==> config.mk <==
export PLATFORM = sky130hd
export DESIGN_NAME = gpio_edge_irq
export DESIGN_NICKNAME = d
export VERILOG_FILES = /design/src/rtl/gpio_edge_irq_pkg.sv /design/src/rtl/gpio_edge_irq_ctrl.sv /design/src/rtl/gpio_edge_irq_datapath.sv /design/src/rtl/gpio_edge_irq.sv
export SDC_FILE = /design/constraint.sdc
export NUM_CORES = 1
export LEC_CHECK = 0
export ABC_AREA = 1
export BUFFER_PORTS_ARGS = -buffer_cell sky130_fd_sc_hd__buf_2
export CORE_AREA = 2 2 124 126
export DETAILED_ROUTE_END_ITERATION = 7
export DIE_AREA = 0 0 126 128
export MAX_ROUTING_LAYER = met4
export PLACE_DENSITY_LB_ADDON = 0.12
export SKIP_CTS_REPAIR_TIMING = 1
export SYNTH_ARGS = -nofsm -noshare
export SYNTH_HDL_FRONTEND = slang
export SYNTH_SLANG_ARGS = --single-unit
==> constraint.sdc <==
create_clock -name clk -period 1.6 [get_ports clk]
set_input_delay 0.32 -clock clk [delete_from_list [all_inputs] [get_ports clk]]
set_output_delay 0.32 -clock clk [all_outputs]
set_load 0.03 [all_outputs]
==> src/rtl/gpio_edge_irq_pkg.sv <==
package gpio_edge_irq_pkg;

  localparam logic [2:0] ADDR_RISE_SET = 3'd0;
  localparam logic [2:0] ADDR_RISE_CLR = 3'd1;
  localparam logic [2:0] ADDR_FALL_SET = 3'd2;
  localparam logic [2:0] ADDR_FALL_CLR = 3'd3;
  localparam logic [2:0] ADDR_BANK_EN  = 3'd4;
  localparam logic [2:0] ADDR_STATUS   = 3'd5;

  typedef struct packed {
    logic riseSet;
    logic riseClr;
    logic fallSet;
    logic fallClr;
    logic bankWr;
    logic statusClr;
  } ctrlStrobes_t;

  typedef enum logic [2:0] {
    RD_RISE,
    RD_FALL,
    RD_BANK,
    RD_STATUS,
    RD_ZERO
  } rdSel_e;

endpackage

==> src/rtl/gpio_edge_irq_ctrl.sv <==
module gpio_edge_irq_ctrl
  import gpio_edge_irq_pkg::*;
(
  input  logic         regWrEn,
  input  logic [2:0]   regAddr,
  output ctrlStrobes_t strb,
  output rdSel_e       rdSel
);

  always_comb begin
    strb = '0;
    if (regWrEn) begin
      unique case (regAddr)
        ADDR_RISE_SET: strb.riseSet   = 1'b1;
        ADDR_RISE_CLR: strb.riseClr   = 1'b1;
        ADDR_FALL_SET: strb.fallSet   = 1'b1;
        ADDR_FALL_CLR: strb.fallClr   = 1'b1;
        ADDR_BANK_EN:  strb.bankWr    = 1'b1;
        ADDR_STATUS:   strb.statusClr = 1'b1;
        default:       strb = '0;
      endcase
    end
  end

  always_comb begin
    unique case (regAddr)
      ADDR_RISE_SET, ADDR_RISE_CLR: rdSel = RD_RISE;
      ADDR_FALL_SET, ADDR_FALL_CLR: rdSel = RD_FALL;
      ADDR_BANK_EN:                 rdSel = RD_BANK;
      ADDR_STATUS:                  rdSel = RD_STATUS;
      default:                      rdSel = RD_ZERO;
    endcase
  end

endmodule

==> src/rtl/gpio_edge_irq_datapath.sv <==
module gpio_edge_irq_datapath
  import gpio_edge_irq_pkg::*;
#(
  parameter int NUM_BANKS   = 2,
  parameter int BANK_WIDTH  = 16,
  parameter int SYNC_STAGES = 2,
  localparam int NUM_PINS   = NUM_BANKS * BANK_WIDTH
) (
  input  logic                 clk,
  input  logic                 rst,
  input  logic [NUM_PINS-1:0]  pinIn,
  input  ctrlStrobes_t         strb,
  input  rdSel_e               rdSel,
  input  logic [NUM_PINS-1:0]  wrData,
  output logic [NUM_PINS-1:0]  rdData,
  output logic [NUM_PINS-1:0]  riseEnQ,
  output logic [NUM_PINS-1:0]  fallEnQ,
  output logic [NUM_BANKS-1:0] bankEnQ,
  output logic [NUM_PINS-1:0]  statusQ,
  output logic [NUM_PINS-1:0]  pinIrq,
  output logic [NUM_BANKS-1:0] bankIrq,
  output logic                 irqAny
);

  logic [SYNC_STAGES-1:0][NUM_PINS-1:0] syncQ;
  logic [NUM_PINS-1:0] prevQ;
  logic [NUM_PINS-1:0] syncedNow;
  logic [NUM_PINS-1:0] riseHit;
  logic [NUM_PINS-1:0] fallHit;
  logic [NUM_PINS-1:0] clrMask;
  logic [NUM_PINS-1:0] statusNext;

  always_comb begin
    syncedNow  = syncQ[SYNC_STAGES-1];
    riseHit    = syncedNow & ~prevQ & riseEnQ;
    fallHit    = ~syncedNow & prevQ & fallEnQ;
    clrMask    = strb.statusClr ? wrData : '0;
    // a fresh edge wins over a clearing write on the same bit
    statusNext = (statusQ & ~clrMask) | riseHit | fallHit;
  end

  always_ff @(posedge clk) begin
    if (rst) begin
      syncQ   <= '0;
      prevQ   <= '0;
      riseEnQ <= '0;
      fallEnQ <= '0;
      bankEnQ <= '0;
      statusQ <= '0;
    end else begin
      syncQ[0] <= pinIn;
      for (int s = 1; s < SYNC_STAGES; s++) syncQ[s] <= syncQ[s-1];
      prevQ <= syncedNow;
      if (strb.riseSet)      riseEnQ <= riseEnQ | wrData;
      else if (strb.riseClr) riseEnQ <= riseEnQ & ~wrData;
      if (strb.fallSet)      fallEnQ <= fallEnQ | wrData;
      else if (strb.fallClr) fallEnQ <= fallEnQ & ~wrData;
      if (strb.bankWr)       bankEnQ <= wrData[NUM_BANKS-1:0];
      statusQ <= statusNext;
    end
  end

  for (genvar b = 0; b < NUM_BANKS; b++) begin : g_bank
    assign pinIrq[b*BANK_WIDTH +: BANK_WIDTH] =
      statusQ[b*BANK_WIDTH +: BANK_WIDTH] & {BANK_WIDTH{bankEnQ[b]}};
    assign bankIrq[b] = bankEnQ[b] & (|statusQ[b*BANK_WIDTH +: BANK_WIDTH]);
  end

  assign irqAny = |bankIrq;

  always_comb begin
    unique case (rdSel)
      RD_RISE:   rdData = riseEnQ;
      RD_FALL:   rdData = fallEnQ;
      RD_BANK:   rdData = {{(NUM_PINS-NUM_BANKS){1'b0}}, bankEnQ};
      RD_STATUS: rdData = statusQ;
      default:   rdData = '0;
    endcase
  end

endmodule

==> src/rtl/gpio_edge_irq.sv <==
module gpio_edge_irq
  import gpio_edge_irq_pkg::*;
#(
  parameter int NUM_BANKS   = 2,
  parameter int BANK_WIDTH  = 16,
  parameter int SYNC_STAGES = 2,
  localparam int NUM_PINS   = NUM_BANKS * BANK_WIDTH
) (
  input  logic                 clk,
  input  logic                 rst,
  input  logic [NUM_PINS-1:0]  pinIn,
  input  logic                 regWrEn,
  input  logic [2:0]           regAddr,
  input  logic [NUM_PINS-1:0]  regWrData,
  output logic [NUM_PINS-1:0]  regRdData,
  output logic [NUM_PINS-1:0]  pinIrq,
  output logic [NUM_BANKS-1:0] bankIrq,
  output logic                 irqAny
);

  ctrlStrobes_t          strb;
  rdSel_e                rdSel;
  logic [NUM_PINS-1:0]   riseEnVec;
  logic [NUM_PINS-1:0]   fallEnVec;
  logic [NUM_BANKS-1:0]  bankEnVec;
  logic [NUM_PINS-1:0]   statusVec;

  gpio_edge_irq_ctrl uCtrl (
    .regWrEn (regWrEn),
    .regAddr (regAddr),
    .strb    (strb),
    .rdSel   (rdSel)
  );

  gpio_edge_irq_datapath #(
    .NUM_BANKS   (NUM_BANKS),
    .BANK_WIDTH  (BANK_WIDTH),
    .SYNC_STAGES (SYNC_STAGES)
  ) uDp (
    .clk     (clk),
    .rst     (rst),
    .pinIn   (pinIn),
    .strb    (strb),
    .rdSel   (rdSel),
    .wrData  (regWrData),
    .rdData  (regRdData),
    .riseEnQ (riseEnVec),
    .fallEnQ (fallEnVec),
    .bankEnQ (bankEnVec),
    .statusQ (statusVec),
    .pinIrq  (pinIrq),
    .bankIrq (bankIrq),
    .irqAny  (irqAny)
  );

endmodule

==> impl_metrics.yaml, run 1 <==
status:
  status: "finished with violations"
  violations: "negative setup slack"
sta:
  setup_viol: 7
  finalCritPeriodShare_pct: 112
  hold_violations: 0
  fin_ws_ns: -0.200
  slew_headroom_pct: 78.8
  finClkSkew_ns: 0.00744
  finalCriticalPeriod_ns: 1.80
  grt_setup_unrepaired: "yes"
  hold_slack_ns: 0.0845
  worst_pin_slew_ns: 0.318
  fmax_ghz: 0.556
  slew_violations: 0
  fin_tns_setup_ns: -0.693
synthesis:
  synth-compound-area-share_pct: 12.7
  synth-seq-area-share_pct: 47.5
  yosysWarnings: 0
  yosys.cell_types.count: 19
  synth_edf_count: 0
  yosysTopAreaCellShare_pct: 47.5
  yosysMostFrequentCell: "nand2_1"
  synthArstFlopShare_pct: 0
  synth_common_cells: "nand2_1 (294), inv_1 (207), dfxtp_1 (194)"
  synth-xor-area-share_pct: 0
  ys_seq_elements: 194
  synth-simple-area-share_pct: 26.3
  synth_top_family_by_area: "simple AND/OR/NAND/NOR gates"
  yosys.area_share.adder_pct: 0
  syn_area_um2: 8170
  syn-num-nets: 1247
  yosys-mux-area-fraction_pct: 0
  syn_area_per_cell_um2: 6.94
  synth_area_leaders: "dfxtp_1 (48%), nand2_1 (14%), inv_1 (9.5%)"
  synthCells: 1177
  synth_top_cell_by_area: "dfxtp_1"
  synthFlopType: "dfxtp_1"
cells_and_area:
  stdcell_count: 1519
  drive_gt1_share_pct: 23.9
  fin_nets: 1387
  syn2layout_area_growth_pct: 28.8
  fin_area_um2: 10500
routing:
  drtIter0Drc: 862
  drtAntennaViolNets: 0
  wire_per_inst_um: 14.8
  wl_um: 22400
  drc: 0
  dr.pass1.iters: 5
  vias_per_cell: 5.26
  num_vias: 7995
clock_network:
  clk_latency_ns: 0.43
  cts_root_buf: "clkbuf_16"
  path_clk_slew_ns: 0.07
  cts_tree: "yes"
  numCtsBuffers: 17
  htree_levels: 4
  clk_path_buf_depth: 2
  numClockSinks: 194
grt:
  grt_usage_pct: 27.5
  grt_pass1_vias: 7174
  grt-ovfl-total: 0
  busiest_layer: "met2"
  met3_usage_pct: 6.14
  use_met1_pct: 35.9
  grt_pass1_wl_um: 34700
  antenna_found_initial: 1
  grt_max_degree: 71
  use_met2_pct: 43.4
placement:
  dp_cells: 1480
  dpl.hpwl_um: 14200
  place_area_um2: 9230
  place.gp.congestion: 0.817
  numPortBuffers: 136
power:
  total_power_uw: 10300
  irDropWorstVdd_mv: 0.788
  p_per_area_nw_per_um2: 980
  p_leak_uw: 0.00467
floorplan:
  dieHeight_um: 128
  fp.dieArea_um2: 16100
  start_util_pct: 55.0
  fp-row-count: 45
  core_um2: 14900
  boundaryPins: 137
  die_w_um: 126
setup_path:
  path_max_fanout: 4
  critPathRequiredTime_ns: 1.28
  crit_type: "register to primary output"
  start_kind: "register"
  worstPathArrival_ns: 1.48
  endpoint_kind: "primary output"
min_path:
  min_path_type: "input pin to register"
run:
  max_cap_violations: 0
==> worst max-delay path, stage by stage (launching register included) <==
cell and delay [ns]:
dfxtp_4 0.36, nor2_4 0.12, nand3_2 0.09, nor2_2 0.11
nand2_1 0.07, nand2_2 0.10, inv_1 0.06, buf_6 0.13
==> worst paths after layout <==
| check | endpoint | slack [ns] | cells after the start | from |
|---|---|---|---|---|
| hold / removal | uDp.syncQ[15]$_SDFF_PP0_ | 0.08 | 3 | pinIn[15] |
| setup reg to reg | uDp.statusQ[6]$_SDFF_PP0_ | 0.67 | 4 | register |
| hold reg to reg | uDp.syncedNow[9]$_SDFF_PP0_ | 0.40 | 2 | uDp.syncQ[9]$_SDFF_PP0_ |
| setup / recovery | bankIrq[1] | -0.20 | 7 | uDp.statusQ[27]$_SDFF_PP0_ |
==> power breakdown <==
group	switching (uW)	internal, uW
registers	106	4990
logic	614	360
clock network	1810	2420
total	2530	7770
==> kinds of logic (layout without fill, tap and decap cells) <==
group / count (synthesis) / count (layout)
other: 0 / 1
DFF: 194 / 194
AOI/OAI and AO/OA: 190 / 190
buffers and inverters: 275 / 428
and+or+nand+nor: 518 / 518
==> per-layer routing <==
layer	vias up	share of wire, %
met5	-	0
met4	0	1.4
met3	23	6.2
met2	281	48
met1	3738	45
li1	3953	-
==> cell usage in the layout (no fill, tap or decap) <==
cell / count
inv_1: 190
nor2_1: 98
dfxtp_2: 23
nand3_2: 6
o221ai_1: 3
nand2_2: 22
clkbuf_16: 20
nor3_4: 1
a21oi_1: 98
buf_12: 9
o221ai_2: 9
inv_2: 17
clkbuf_4: 3
buf_4: 64
clkbuf_8: 3
nand2_1: 270
o211ai_1: 18
buf_8: 2
o21ai_0: 62
buf_6: 38
inv_6: 1
clkinvlp_4: 1
nor2_4: 10
nand3_1: 67
dfxtp_1: 167
clkinv_4: 2
dfxtp_4: 4
nor2_2: 6
bufinv_16: 2
nand4_1: 36
buf_2: 68
inv_4: 1
clkinv_2: 4
diode_2: 1
clkbuf_1: 3
nand2_4: 2
==> area by class of cell <==
cell class	instances	area (um2)
Sequential cell	194	3930
Clock inverter	9	105
Timing Repair Buffer	187	1560
Tap cell	188	235
Inverter	209	792
Antenna cell	1	2.50
Fill cell	1254	4340
Multi-Input combinational cell	708	3430
Clock buffer	23	478
==> per-stage QoR <==
stage	utilization (%)	setup slack [ns]
final	70.8	-0.200
after global routing	70.8	-0.266
after CTS	66.0	-0.351
after detailed placement	62.1	-0.0909
after global placement	62.1	-0.0736
after floorplan	-	-0.173
Note: power is estimated with default switching activity, not from simulation.
==> run 2, diff against run 1 <==
--- a/config.mk
+++ b/config.mk
@@ -12,6 +12,7 @@
 export DIE_AREA = 0 0 126 128
 export MAX_ROUTING_LAYER = met4
 export PLACE_DENSITY_LB_ADDON = 0.12
+export REMOVE_ABC_BUFFERS = 1
 export SKIP_CTS_REPAIR_TIMING = 1
 export SYNTH_ARGS = -nofsm -noshare
 export SYNTH_HDL_FRONTEND = slang
==> run 2 against run 1 <==
  * The flow still finishes with violations (negative setup slack)
  * Fmax rose by 0.89%
  * Flip-flop and latch count stayed put
  * Count of clock-buffer cells in the layout unchanged
  * Sequential power barely moved
  * Critical path type unchanged
==> impl_metrics.yaml, run 2 (synthesis results as in run 1) <==
sta:
  hold_violations: 0
  worst_pin_slew_ns: 0.304
  finalCritPeriodShare_pct: 111
  setup_viol: 12
  slew_violations: 0
  slew_headroom_pct: 79.7
  fin_ws_ns: -0.184
  fmax_ghz: 0.561
  hold_slack_ns: 0.0777
  grt_setup_unrepaired: "yes"
  finalCriticalPeriod_ns: 1.78
  finClkSkew_ns: 0.00637
routing:
  wl_um: 22800
  wire_per_inst_um: 15.0
  drc: 0
  vias_per_cell: 5.22
  drtIter0Drc: 835
  dr.pass1.iters: 5
  num_vias: 7926
  drtAntennaViolNets: 0
power:
  p_per_area_nw_per_um2: 970
  p_leak_uw: 0.00484
  irDropWorstVdd_mv: 0.822
cells_and_area:
  final_cell_mix: "nand2_1 (269), inv_1 (181), dfxtp_1 (164)"
  stdcell_count: 1518
  antenna_cells: 0
  drive_gt1_share_pct: 24.3
  syn2layout_area_growth_pct: 28.6
  fin_nets: 1388
  final_common_cell: "nand2_1"
min_path:
  hold_depth: 3
  min_path_type: "input pin to register"
  whs_endpoint: "uDp.syncQ[16]$_SDFF_PP0_"
  hold_start: "pinIn[16]"
setup_path:
  endpoint_kind: "primary output"
  path_buf_inv: 1
  crit_type: "register to primary output"
  crit_slowest_cell: "dfxtp_2"
  critPathMaxStageDelay_ns: 0.32
  rrSetupSlack_ns: 0.66
  worstReg2RegEnd: "uDp.statusQ[27]$_SDFF_PP0_"
  cp_top_family: "simple AND/OR/NAND/NOR gates"
  start_kind: "register"
  worstPathArrival_ns: 1.46
  critPathRequiredTime_ns: 1.28
  path_max_fanout: 2
  crit_chain: "nor2_2, nand3_1, nor2_2, nand2_2, nand2_4, nand2_2, buf_6"
  rr_worst_depth: 4
floorplan:
  fp.dieArea_um2: 16100
  dieHeight_um: 128
  start_util_pct: 55.0
  core_um2: 14900
  boundaryPins: 137
  die_w_um: 126
  fp-row-count: 45
grt:
  grt_pass1_wl_um: 34800
  grt_pass1_vias: 6906
  grt-ovfl-total: 0
  grt_max_degree: 44
  grt_usage_pct: 27.9
  antenna_found_initial: 0
placement:
  numPortBuffers: 136
  dpl.hpwl_um: 14600
  dp_slack_ns: -0.0642
  place.gp.congestion: 0.859
  dp_cells: 1478
clock_network:
  cts_root_buf: "clkbuf_16"
  path_clk_slew_ns: 0.07
  numCtsBuffers: 17
  clk_path_buf_depth: 2
  numClockSinks: 194
  htree_levels: 4
  cts_tree: "yes"
  clk_latency_ns: 0.44
status:
  status: "finished with violations"
  violations: "negative setup slack"
run:
  max_cap_violations: 0
run 2: cell count changes in the layout (fill, tap and decap cells not counted), moves of 7 or more:
cell	delta
buf_4	+7
nand2_4	+14
nand2_2	-13
inv_1	-9
inv_2	+8
buf_6	-7
run 2: area by class of cell:
class / instances / area, um2
Multi-Input combinational cell: 708 / 3420
Timing Repair Buffer: 188 / 1540
Fill cell: 1236 / 4350
Clock buffer: 23 / 498
Tap cell: 188 / 235
Clock inverter: 8 / 76.3
Inverter: 209 / 795
Sequential cell: 194 / 3940
run 2: worst reg2reg max path: cells and delay by family (launching register included):
family	cells	cell delay, ns
flops	1	0.34
compound gates	3	0.45
buf+inv	1	0.08
run 2: worst max-delay path by stage:
stage | from | to | slack, ns | cells past startpoint
finish | uDp.statusQ[5]$_SDFF_PP0_ | irqAny | -0.18 | 7
global route | uDp.statusQ[15]$_SDFF_PP0_ | irqAny | -0.29 | 7
CTS | uDp.statusQ[10]$_SDFF_PP0_ | irqAny | -0.37 | 7
detailed placement | regAddr[2] | regRdData[18] | -0.06 | 9
global placement | regAddr[2] | regRdData[5] | -0.02 | 9
floorplan | regAddr[2] | regRdData[10] | -1.58 | 6
run 2: metal layers:
| layer | vias up | routed length (um) | track usage [%] |
|---|---|---|---|
| met1 | 3635 | 10100 | 36.3 |
| met3 | 40 | 1400 | 5.68 |
| met2 | 294 | 11000 | 44.7 |
| met4 | 0 | 372 | 7.89 |
| li1 | 3957 | - | - |
| met5 | - | 0 | - |
run 2: per-stage QoR:
stage	setup TNS, ns	area (um2)	power, uW	utilization (%)
final	-0.810	10500	10200	70.7
after detailed placement	-0.525	9230	6060	62.1
after global placement	-0.228	9230	6050	62.1
after global routing	-1.54	10500	10600	70.7
after floorplan	-73.18	7860	5530	-
after CTS	-6.09	9800	10100	66.0
run 2: report_power, final:
group / internal (uW) / total, uW / switching [uW]
registers: 4990 / 5090 / 103
logic: 356 / 977 / 621
clock network: 2340 / 4130 / 1790
total: 7680 / 10200 / 2520
==> run 3, diff against run 2 <==
--- a/config.mk
+++ b/config.mk
@@ -7,13 +7,15 @@
 export LEC_CHECK = 0
 export ABC_AREA = 1
 export BUFFER_PORTS_ARGS = -buffer_cell sky130_fd_sc_hd__buf_2
-export CORE_AREA = 2 2 124 126
+export CORE_AREA = 2 2 122 124
 export DETAILED_ROUTE_END_ITERATION = 7
-export DIE_AREA = 0 0 126 128
+export DIE_AREA = 0 0 124 126
 export MAX_ROUTING_LAYER = met4
 export PLACE_DENSITY_LB_ADDON = 0.12
+export RECOVER_POWER = 50
 export REMOVE_ABC_BUFFERS = 1
 export SKIP_CTS_REPAIR_TIMING = 1
 export SYNTH_ARGS = -nofsm -noshare
 export SYNTH_HDL_FRONTEND = slang
+export SYNTH_HIERARCHICAL = 1
 export SYNTH_SLANG_ARGS = --single-unit
==> run 3 against run 2 <==
  * The flow still finishes with violations (negative setup slack)
  * Utilization up 5.6 points
  * Area after synthesis down 3.1%
  * Clock skew down 0.00079 ns
  * Non-clock buffer count up 6
  * Critical path type is now input pin to primary output
  * Largest power group unchanged
==> impl_metrics.yaml, run 3 <==
clock_network:
  clk_latency_ns: 0.43
  cts_tree: "yes"
  path_clk_slew_ns: 0.07
  cts_root_buf: "clkbuf_16"
  htree_levels: 4
  numClockSinks: 194
  clk_path_buf_depth: 2
  numCtsBuffers: 17
sta:
  finClkSkew_ns: 0.00559
  grt_setup_unrepaired: "yes"
  finalCritPeriodShare_pct: 123
  fmax_ghz: 0.507
  setup_viol: 35
  slew_violations: 0
  fin_ws_ns: -0.372
  slew_headroom_pct: 43.2
  fin_tns_setup_ns: -10.82
  worst_pin_slew_ns: 0.852
  hold_violations: 0
  finalCriticalPeriod_ns: 1.97
placement:
  dpl.hpwl_um: 12700
  place_area_um2: 9000
  dp_slack_ns: -0.492
  place.gp.congestion: 0.794
  numPortBuffers: 136
  dp_cells: 1456
grt:
  grt-ovfl-total: 0
  grt_usage_pct: 26.9
  grt_pass1_wl_um: 31800
  grt_max_degree: 68
  grt_pass1_vias: 6732
  antenna_found_initial: 1
cells_and_area:
  multiInputGateArea_um2: 3520
  fin_area_um2: 10900
  fill_cells: 1100
  syn2layout_area_growth_pct: 37.9
  fin_nets: 1385
  drive_gt1_share_pct: 29.5
  stdcell_count: 1512
  final_common_cell: "nand2_1"
  utilization_pct: 76.3
  seqCellArea_um2: 3930
  final_cell_mix: "nand2_1 (207), inv_1 (186), dfxtp_1 (167)"
power:
  p_per_area_nw_per_um2: 971
  irDropWorstVdd_mv: 0.772
  p_leak_uw: 0.00575
synthesis:
  synth_edf_count: 0
  synth_top_cell_by_area: "dfxtp_1"
  synth-seq-area-share_pct: 49.0
  synthArstFlopShare_pct: 0
  syn_area_per_cell_um2: 6.88
  ys_seq_elements: 194
  syn_area_um2: 7920
  yosys.cell_types.count: 18
  yosysMostFrequentCell: "nand2_1"
  synth_common_cells: "nand2_1 (273), inv_1 (204), dfxtp_1 (194)"
  synthFlopType: "dfxtp_1"
  synth_area_leaders: "dfxtp_1 (49%), nand2_1 (13%), inv_1 (9.7%)"
  synthCells: 1151
  yosysTopAreaCellShare_pct: 49.0
  yosysWarnings: 6
setup_path:
  path_buf_inv: 7
  rrSetupSlack_ns: 0.43
  start_kind: "input pin"
  critPathRequiredTime_ns: 1.28
  endpoint_kind: "primary output"
  critPathMaxStageDelay_ns: 0.16
  crit_chain: "buf_4, buf_4, nand2_2, nand3_2, inv_4, buf_6, nor2_4, buf_12, buf_12, a21oi_2, nand2_2, buf_6"
  crit_slowest_cell: "a21oi_2"
  cp_top_family: "buffers and inverters"
  path_max_fanout: 11
  crit_type: "input pin to primary output"
  worstPathArrival_ns: 1.65
routing:
  wire_per_inst_um: 15.0
  num_vias: 7759
  vias_per_cell: 5.13
  drtAntennaViolNets: 0
  wl_um: 22600
  dr.pass1.iters: 5
  drtIter0Drc: 639
  drc: 0
floorplan:
  start_util_pct: 55.3
  die_w_um: 124
  boundaryPins: 137
  fp.dieArea_um2: 15600
  dieHeight_um: 126
  fp-row-count: 44
  core_um2: 14300
min_path:
  min_path_type: "input pin to register"
status:
  status: "finished with violations"
  violations: "negative setup slack"
run:
  max_cap_violations: 0
[run 3: area by class of cell]
class	count	area share, %
flip-flops and latches	194	36.0
multi-input cells	700	32.2
repair buffers	194	16.3
inverters	208	7.29
clock buffers	23	4.65
well taps	184	2.11
clock inverters	8	1.35
diodes	1	0.0229
[run 3: path summary, 6_finish.rpt]
path,from,endpoint,depth (start not counted)
min reg2reg,uDp/syncQ[5]$_SDFF_PP0_,uDp/syncedNow[5]$_SDFF_PP0_,2
min,pinIn[22],uDp/syncQ[22]$_SDFF_PP0_,3
max reg2reg,uDp/bankEnQ[1]$_SDFFE_PP0P_,uDp/bankEnQ[1]$_SDFFE_PP0P_,5
max,regAddr[0],regRdData[0],12
[run 3: through the flow]
step / hold WS (ns) / power [uW]
6_report: 0.0889 / 10600
3_5_place_dp: 0.392 / 5890
5_1_grt: 0.0786 / 10900
2_1_floorplan: 0.388 / 5450
4_1_cts: 0.0777 / 10500
3_3_place_gp: 0.389 / 5870
[run 3: tightest hold or removal path, stage by stage]
cell	delay (ns)
buf_2	0.07
inv_1	0.03
nor2_1	0.06
[run 3: where the power goes]
part,switching [uW],internal [uW],total (uW),leakage [uW]
clock,1780,2860,4640,0.000314
sequential,71.7,4960,5030,0.00160
combinational,563,375,938,0.00384
total,2410,8190,10600,0.00575
[run 3: kinds of logic (layout without fill, tap and decap cells)]
kind of cell,Yosys count,after routing,synth area share (%)
flops,194,194,49.0
compound gates,167,167,10.6
simple gates,533,533,27.4
buf+inv,257,433,13.0
other cells,0,1,0
[run 3: per-layer routing]
metal	part of all wire, %	GRT usage [%]	up-vias
met3	7.5	4.85	48
met5	0	-	-
met4	2.1	7.87	0
li1	-	-	3832
met2	48	43.3	293
met1	42	34.5	3586
